$ cat src/rtl/sdram_cmd_tracker.sv
module sdram_cmd_tracker #(
  parameter int ROW_W  = 13,
  parameter int BA_W   = 2,
  parameter int AP_BIT = 10
) (
  input  logic                          clk,
  input  logic                          rst_n,
  input  logic                          cke,
  input  logic                          cs_n,
  input  logic                          ras_n,
  input  logic                          cas_n,
  input  logic                          we_n,
  input  logic [BA_W-1:0]               ba,
  input  logic [ROW_W-1:0]              addr,
  output logic [2:0]                    cmd,
  output logic [(1<<BA_W)-1:0]          bank_open,
  output logic [(1<<BA_W)*ROW_W-1:0]    open_rows,
  output logic                          auto_pre,
  output logic                          illegal,
  output logic                          mrs_ext,
  output logic [ROW_W-1:0]              base_mode,
  output logic [ROW_W-1:0]              ext_mode,
  output logic [1:0]                    pwr_state
);
  localparam int NB = 1 << BA_W;
  localparam logic [2:0] C_NOP = 3'd0, C_ACT = 3'd1, C_RD = 3'd2, C_WR = 3'd3,
                         C_PRE = 3'd4, C_REF = 3'd5, C_MRS = 3'd6;
  localparam logic [1:0] P_RUN = 2'd0, P_PPD = 2'd1, P_APD = 2'd2;

  logic [ROW_W-1:0] rows [NB];
  logic [2:0] pins;
  logic live, hit, ap;

  assign pins = {ras_n, cas_n, we_n};
  assign live = cke & ~cs_n;
  assign hit  = bank_open[ba];
  assign ap   = addr[AP_BIT];

  for (genvar b = 0; b < NB; b++) begin : g_rows
    assign open_rows[b*ROW_W +: ROW_W] = rows[b];
  end

  always_ff @(posedge clk or negedge rst_n) begin
    if (!rst_n) begin
      cmd       <= C_NOP;
      bank_open <= '0;
      auto_pre  <= 1'b0;
      illegal   <= 1'b0;
      mrs_ext   <= 1'b0;
      base_mode <= '0;
      ext_mode  <= '0;
      pwr_state <= P_RUN;
      for (int b = 0; b < NB; b++) rows[b] <= '0;
    end else begin
      cmd      <= C_NOP;
      auto_pre <= 1'b0;
      illegal  <= 1'b0;
      pwr_state <= cke ? P_RUN : (|bank_open ? P_APD : P_PPD);
      if (live) begin
        unique case (pins)
          3'b011: begin
            cmd           <= C_ACT;
            bank_open[ba] <= 1'b1;
            rows[ba]      <= addr;
          end
          3'b101, 3'b100: begin
            if (hit) begin
              cmd      <= pins[0] ? C_RD : C_WR;
              auto_pre <= ap;
              if (ap) bank_open[ba] <= 1'b0;
            end else begin
              illegal <= 1'b1;
            end
          end
          3'b010: begin
            cmd <= C_PRE;
            if (ap) bank_open <= '0;
            else    bank_open[ba] <= 1'b0;
          end
          3'b001: cmd <= C_REF;
          3'b000: begin
            cmd     <= C_MRS;
            mrs_ext <= ba[0];
            if (ba[0]) ext_mode  <= addr;
            else       base_mode <= addr;
          end
          default: ;
        endcase
      end
    end
  end
endmodule

$ cat config.mk
export PLATFORM = sky130hd
export DESIGN_NAME = sdram_cmd_tracker
export DESIGN_NICKNAME = d
export VERILOG_FILES = /design/src/rtl/sdram_cmd_tracker.sv
export SDC_FILE = /design/constraint.sdc
export NUM_CORES = 1
export LEC_CHECK = 0
export ABC_AREA = 1
export BUFFER_PORTS_ARGS = -buffer_cell sky130_fd_sc_hd__buf_4
export CAP_MARGIN = 30
export CORE_UTILIZATION = 37
export DETAILED_ROUTE_END_ITERATION = 7
export PLACE_DENSITY = 0.69
export SETUP_SLACK_MARGIN = 0.5
export SLEW_MARGIN = 30
export SYNTH_ARGS = -nofsm -noshare
export SYNTH_HDL_FRONTEND = slang
export SYNTH_SLANG_ARGS = --single-unit
export TNS_END_PERCENT = 30
$ cat constraint.sdc
create_clock -name clk -period 1.33 [get_ports clk]
set_input_delay 0.133 -clock clk [delete_from_list [all_inputs] [get_ports clk]]
set_output_delay 0.133 -clock clk [all_outputs]
set_load 0.05 [all_outputs]
==> results.txt, run 1 <==
- The run finished with clean final reports.
- Maximum fanout count along the critical path: 5
- The number of antenna diodes in the final layout is 0.
* Power per cell area: 1710 nW/um^2
- Kind of cell with the highest combined delay on the critical path: simple AND/OR/NAND/NOR gates
- The routed design could run at a clock period as short as 1.17 ns.
- The worst setup path is launched from a flip-flop.
- The routed design uses 4.68 mm of met2 wire.
* Maximum number of pins on one net before global-route repair: 51
* Post-layout net count: 540
* Synthesis-to-finish area growth: 52.9%
- Data required time at the worst endpoint: 1.57 ns
- Yosys printed 0 warnings.
* Core footprint: 9330 um^2
- FF-to-FF setup slack: 0.16 ns
- The floorplan has 35 rows.
- Dividing the detail-routed wire length by the instance count gives 14.6 um.
- Clock tree synthesis inserted a total of 9 buffers.
- Number of DRC markers in iteration 0: 132
- The HPWL after detailed placement is 6.47 mm.
- The number of endpoints with negative hold slack in the final report is 0.
- After detailed placement, the total cell area comes to 4700 um^2.
* Start-to-end type of the worst setup path: reg -> reg
- The analysis attributes to cell leakage a power of 2.75 nW.
* Via count of the first global-routing pass: 2,940
- Die Span X: 100 um
- On the critical path, the stage with the largest delay is an instance of dfrtp_2.
* Number of antenna violations at the first check in global routing: 0
- Final Setup Violations: 0
* Wire length of the first global-routing pass: 15.1 mm
- Summing all non-filler instances in the final layout gives an area of 5480 um^2.
- Maximum frequency from static timing analysis: 854 MHz
- Mapped Area: 3580 um^2
- Clock skew on the completed layout was measured at 0.00177 ns.
* CTS root buf: clkbuf_8
- Remaining DRCs: 0
* First drt pass iteration count: 4
- Maximum number of buffers from clock root to sink: 2
* Crit-path cells: nand2_1, nand2_1, nand2_1, nand2_2, nand2_4, nand2_4, nand2_4, nand2_1, nand2_1
- The die is 100 um tall.
- Remaining max-slew budget at the tightest pin: 76.9%
- Across the run, the number of max-cap violations was 0.
* Detail-routed via count per cell: 4.60
- DRT met1 WL: 4.13 mm
- Number of synthesized register bits: 90
* Top-level I/O count: 112
- GRT Overall Usage: 19.6%
* Total negative slack: 0 ns
* Most common cell type on the critical path: nand2_1
- For this block, the routed nets add up to 9.52 mm of wire.
- Crit path buf inv count: 0
* Total global routing overflow: 0
- Transition time at the pin with the least slew margin: 0.343 ns
- Leaving out fill and tap cells, the most frequent cell in the layout is nand2_1.
- TritonCTS built the clock tree.
- Summing over every cut layer, the via total after detailed routing is 2,995.
- The synthesized netlist contains 22 unique library cells.
- Port Buffer Count: 111
- Proportion of layout cells with a drive suffix above 1: 38.5%
- The die covers 10,100 um^2.
- The number of max-slew violations in the final report came to 0.
- Routed signal wires occupy layers up through met4.
* Sequential area share after synthesis: 62.9%
- Crit end category: flip-flop
- The worst-case IR drop observed on VDD is 1.10 mV.
- For the worst-skew pair, the clock arrives at the later sink with an insertion delay of 0.34 ns.
- Dividing the synthesized area by the synthesized cell count gives 9.71 um^2.
- The library cells used most frequently in the layout, excluding fill and tap cells, are nand2_1 (92), dfrtp_1 (86), buf_6 (80).
- For this design, the sink count on the clock tree is 90.
* Syn nets: 391
- Clock-pin slew was measured on the worst setup and hold paths at 0.08 ns.
- Post-route ant nets: 0
- The tightest min-delay check is of the in -> reg type.
- Share of the clock period used by the worst path: 88.0%
* CP peak stage delay: 0.44 ns
- Total number of H-tree levels: 3
- Global placement routability congestion: 0.832
- Unrepaired setup endpoints after global routing: true
* WL met3: 626 um
* Initial core utilization: 38.4%
- The cell count after synthesis came out at 369.
- STA puts the critical path data arrival time at 1.41 ns.
==> where the power goes <==
| part | leakage [nW] | internal [mW] | switching [mW] |
|---|---|---|---|
| logic | 1.46 | 1.32 | 2.35 |
| registers | 1.17 | 3.19 | 0.381 |
| clock network | 0.115 | 1.12 | 0.996 |
| total | 2.75 | 5.63 | 3.73 |
==> synth_stat cells <==
| cell type | number | area share, % |
|---|---|---|
| nand3_2 | 5 | 1.4 |
| inv_1 | 26 | 2.7 |
| nor2_1 | 24 | 2.5 |
| o21ai_1 | 49 | 6.8 |
| buf_4 | 1 | 0.21 |
| nor3_4 | 1 | 0.45 |
| a211oi_1 | 1 | 0.21 |
| o21ai_0 | 18 | 2.5 |
| buf_6 | 7 | 2.2 |
| nand3_1 | 17 | 2.4 |
| nand2_1 | 96 | 10 |
| nor3b_1 | 1 | 0.21 |
| inv_2 | 3 | 0.31 |
| dfrtp_1 | 90 | 63 |
| nor2_2 | 1 | 0.17 |
| nor2_4 | 3 | 0.94 |
| nand2_2 | 2 | 0.35 |
| buf_2 | 3 | 0.42 |
| a21oi_1 | 15 | 2.1 |
| o21ai_2 | 3 | 0.73 |
| nor4_1 | 1 | 0.17 |
| clkbuf_1 | 2 | 0.21 |
==> area by class of cell <==
cell class | count | area (um^2)
clock inverter | 5 | 85.1
fill | 804 | 3850
inverter | 29 | 113
clock buffer | 10 | 138
tap | 129 | 161
sequential | 90 | 2260
timing repair buffer | 151 | 1540
multi-input combinational | 237 | 1180
==> worst register-to-register path: cells and delay by family, from the launching register on <==
family           cells  cell delay (ns)
DFF                  1             0.44
and+or+nand+nor      9             0.62
==> cell families after synthesis <==
logic type | share of synthesized area [%]
buffers and inverters | 6.08
AOI/OAI and AO/OA | 12.4
and+or+nand+nor | 18.7
DFF | 62.9
==> per-stage QoR <==
step           hold WS, ns  util, %  cells  power [mW]  setup WS, ns
2_1_floorplan       -0.163        -    369        5.65        0.0946
5_1_grt             0.0198     58.7    651        9.75        0.0899
6_report            0.0262     58.7    651        9.36         0.159
3_5_place_dp      0.000578     50.4    607        6.76       0.00456
3_3_place_gp      -0.00598     50.4    607        6.72        0.0502
4_1_cts            0.00696     55.8    634        9.15         0.196
==> flip-flops by register name, indices dropped and copies added, names as in the netlist <==
register / count
illegal: 1
auto_pre: 1
pwr_state: 2
ext_mode: 13
mrs_ext: 1
cmd: 3
open_rows: 52
base_mode: 13
bank_open: 4
==> routing by layer <==
layer / GRT usage, % / vias up
met1: 24.7 / 1395
met4: 4.24 / 0
met3: 6.20 / 8
met2: 33.1 / 91
met5: 0 / -
li1: - / 1501
==> final timing paths <==
path / to / start / cells after the start
worst min register to register: base_mode[4] / base_mode[4] / 2
min in group asynchronous: cmd[2] / rst_n / 2
max in group asynchronous: ext_mode[8] / rst_n / 3
worst max-delay path: bank_open[1] / bank_open[1] / 9
worst min-delay path: cmd[2] / ras_n / 2
worst max register to register: bank_open[1] / bank_open[1] / 9
==> timing repair <==
action                     4_1_cts  5_1_grt
hold endpoints to repair        93        0
buffers inserted                 9       17
pin swaps                        7        0
setup endpoints to repair      165      203
cloned                           0        0
hold buffers                     3        0
gates resized for setup         48       38
Note: power is estimated with default switching activity, not from simulation.
==> run 2: changes to the inputs <==
ABC_AREA = 0   (was 1)
CELL_PAD_IN_SITES_DETAIL_PLACEMENT = 0   (was unset)
CELL_PAD_IN_SITES_GLOBAL_PLACEMENT = 2   (was unset)
CORE_UTILIZATION = 34   (was 37)
PLACE_DENSITY = 0.87   (was 0.69)
==> results.txt, run 2 <==
- Result of the run: finished with violations
- The checks that failed: negative setup slack.
- Clock tree from TritonCTS: done
* Sum of net half-perimeters after detailed placement: 6.06 mm
* Total number of H-tree levels: 3
- Total clock buffers created by CTS: 9
- The die is 104 um wide.
- After synthesis the netlist holds a flip-flop and latch count of 90.
* Port Buffer Count: 111
- Wire length reported by the detailed router: 9.57 mm
* Count of yosys warnings during synthesis: 0
- Proportion of layout cells with a drive suffix above 1: 69.7%
- For this block, the initial DRC count from the detailed router was 54.
- The number of max-slew violations in the final report was 0.
- Registers take 2260 um^2.
* Number of maximum-capacitance violations: 0
- STA puts the critical path data arrival time at 1.70 ns.
- After layout, the worst path uses 109% of the clock period.
- Maximum frequency from static timing analysis: 688 MHz
* Post-synthesis cell type with the largest combined area: dfrtp_1
* Post-layout net count: 407
- In this run, synthesis inferred 0 flip-flops with an integrated enable.
* Final Setup Violations: 8
* Number of different library cells in the post-synthesis netlist: 33
- Number of antenna violations at the first check in global routing: 0
* Count of mapped cells out of synthesis: 224
* Top-level I/O count: 112
- The area growth from synthesis to layout is 68.1%.
* Syn Area/Cell: 15.8 um^2
- Once layout is complete, the utilization of the core stands at 59.9%.
* Syn nets: 246
* Final setup margin: -0.124 ns
* CP max stage cell: mux4_2
* Die outline area: 10,800 um^2
- Share of Yosys cell area claimed by the top area cell type: 63.7%
* Startpoint Class: flip-flop
* Initial core utilization: 35.7%
* Clock latency reported for the late side of the worst-skew pair: 0.36 ns
- Via count of the first global-routing pass: 2,702
- Crit end category: flip-flop
- HP Class: in -> reg
* Global placement routability congestion: 0.816
- The first global-routing pass estimated 15.5 mm of wire.
* Remaining max-slew budget at the tightest pin: 74.1%
* Maximum number of pins on one net before global-route repair: 31
* Core footprint: 9910 um^2
- Fill cell total of the finished layout: 773
- Standard cell area after detailed placement: 4820 um^2
- Summing all non-filler instances in the final layout gives an area of 5940 um^2.
- Clock-pin slew reported for the worst setup and hold paths after clock tree synthesis: 0.09 ns
- For this run, asynchronously set or reset flops after synthesis account for 100%.
* Mapped Area: 3530 um^2
- On the final layout, the worst clock skew is 0.0178 ns.
* Kind of cell with the highest combined delay on the critical path: multiplexers
- dfrtp_1 is the most common cell in the netlist.
- Count of final hold-check violations: 0
* Maximum number of buffers from clock root to sink: 2
- In the global route stage, overall resource usage came out at 18.6%.
- Total global routing overflow: 0
* Crit-path cells: mux4_2, buf_4, buf_6, nand3_1, a21boi_0
- Leaving out fill and tap cells, the most frequent cell in the layout is buf_6.
- Data required time at the worst endpoint: 1.57 ns
- Leak Pwr: 2.96 nW
* Worst VDD drop: 0.780 mV
- By area the synthesized netlist is led by dfrtp_1 (64%), mux2_2 (22%), mux2_4 (3.8%).
- Maximum fanout count along the critical path: 3
- Most frequent cells in the layout: buf_6 (105), dfrtp_1 (86), mux2_4 (78)
- Power per cell area: 1530 nW/um^2
* Remaining DRCs: 0
- Count of clock tree sinks: 90
- Post-route ant nets: 0
* CP peak stage delay: 0.50 ns
* Detail-routed via count per cell: 4.76
- Vertical die dimension: 104 um
- Start-to-end type of the worst setup path: reg -> reg
* Prevailing post-synth register cell: dfrtp_1
- Number of flip-flops under the largest register name: 52
* Min cycle time layout: 1.45 ns
- For the pin with the worst max-slew slack, the measured transition is 0.389 ns.
* Sequential area share after synthesis: 63.7%
- The initialized floorplan defines 36 standard-cell rows.
* Leading cell types by count after synthesis: dfrtp_1 (90), mux2_2 (69), mux2_4 (9)
- Setup repair after global routing could not meet its margin everywhere.
* CTS root buf: clkbuf_8
- After detailed routing, the average wire length per cell comes to 18.3 um.
- In the final layout, the multi-input gates occupy 1560 um^2.
* Antenna fix cells: 0
- The number of buffers and inverters on the critical path is 2.
* First drt pass iteration count: 4
- Vias post-DR: 2,489
-- run 2: cell types whose count changed after synthesis, sizes merged, moves of 12 or more --
cell | previous run | this run
a21oi | 15 | 3
inv | 29 | 4
mux2 | 0 | 78
nand2 | 98 | 5
nand3 | 22 | 3
nor2 | 28 | 4
o21ai | 70 | 1
-- run 2: routing by layer --
layer,vias up,routed length [um],track usage [%]
met5,-,0,0
met4,0,126,5.51
met3,13,501,5.08
met2,81,4620,29.6
met1,1278,4330,24.7
li1,1117,-,-
-- run 2: logic make-up after synthesis --
logic type      Yosys count  share of synthesized area (%)
buf+inv                  13                           2.19
flops                    90                           63.7
compound gates           15                           2.97
simple gates             27                           4.67
mux                      79                           26.4
-- run 2: final timing paths --
check | from | to | depth (start not counted) | slack, ns
worst min-delay path | cke | pwr_state[0] | 3 | 0.03
worst max-delay path | bank_open[3] | cmd[0] | 5 | -0.12
max in group asynchronous | rst_n | open_rows[35] | 3 | 0.62
worst max register to register | bank_open[3] | cmd[0] | 5 | -0.12
min in group asynchronous | rst_n | cmd[2] | 2 | 0.18
worst min register to register | ext_mode[10] | ext_mode[10] | 1 | 0.54
-- run 2: where the power goes --
part / internal, mW / switching [mW]
clock network: 0.979 / 0.995
logic: 1.55 / 2.05
registers: 3.16 / 0.331
-- run 2: layout make-up --
cell class,instances,area share [%]
sequential,90,38.0
tap,133,2.80
timing repair buffer,158,29.2
clock inverter,5,1.01
inverter,4,0.253
multi-input combinational,122,26.2
clock buffer,11,2.55
-- run 2: per-stage QoR --
stage / power [mW] / setup WS (ns) / std cells / hold slack (ns) / TNS, ns
after floorplan: 5.36 / -0.360 / 224 / -0.163 / -11.22
after global placement: 6.41 / -0.437 / 495 / 0.0207 / -25.40
after detailed placement: 6.45 / -0.455 / 495 / 0.0202 / -26.55
after CTS: 9.03 / -0.105 / 520 / 0.0280 / -0.382
after global routing: 9.42 / -0.165 / 523 / 0.0213 / -1.09
final: 9.07 / -0.124 / 523 / 0.0276 / -0.729
-- run 2: worst min-delay path, stage by stage --
cell    delay, ns
buf_4        0.08
buf_4        0.11
nor2_2       0.04
-- run 2: timing repair --
item	CTS	global route
resized for setup	188	15
setup buffers	4	2
endpoints found under the setup margin	179	179
gates cloned	2	1
pin swaps	9	4
hold buffers	3	0
endpoints found under the hold margin	91	0
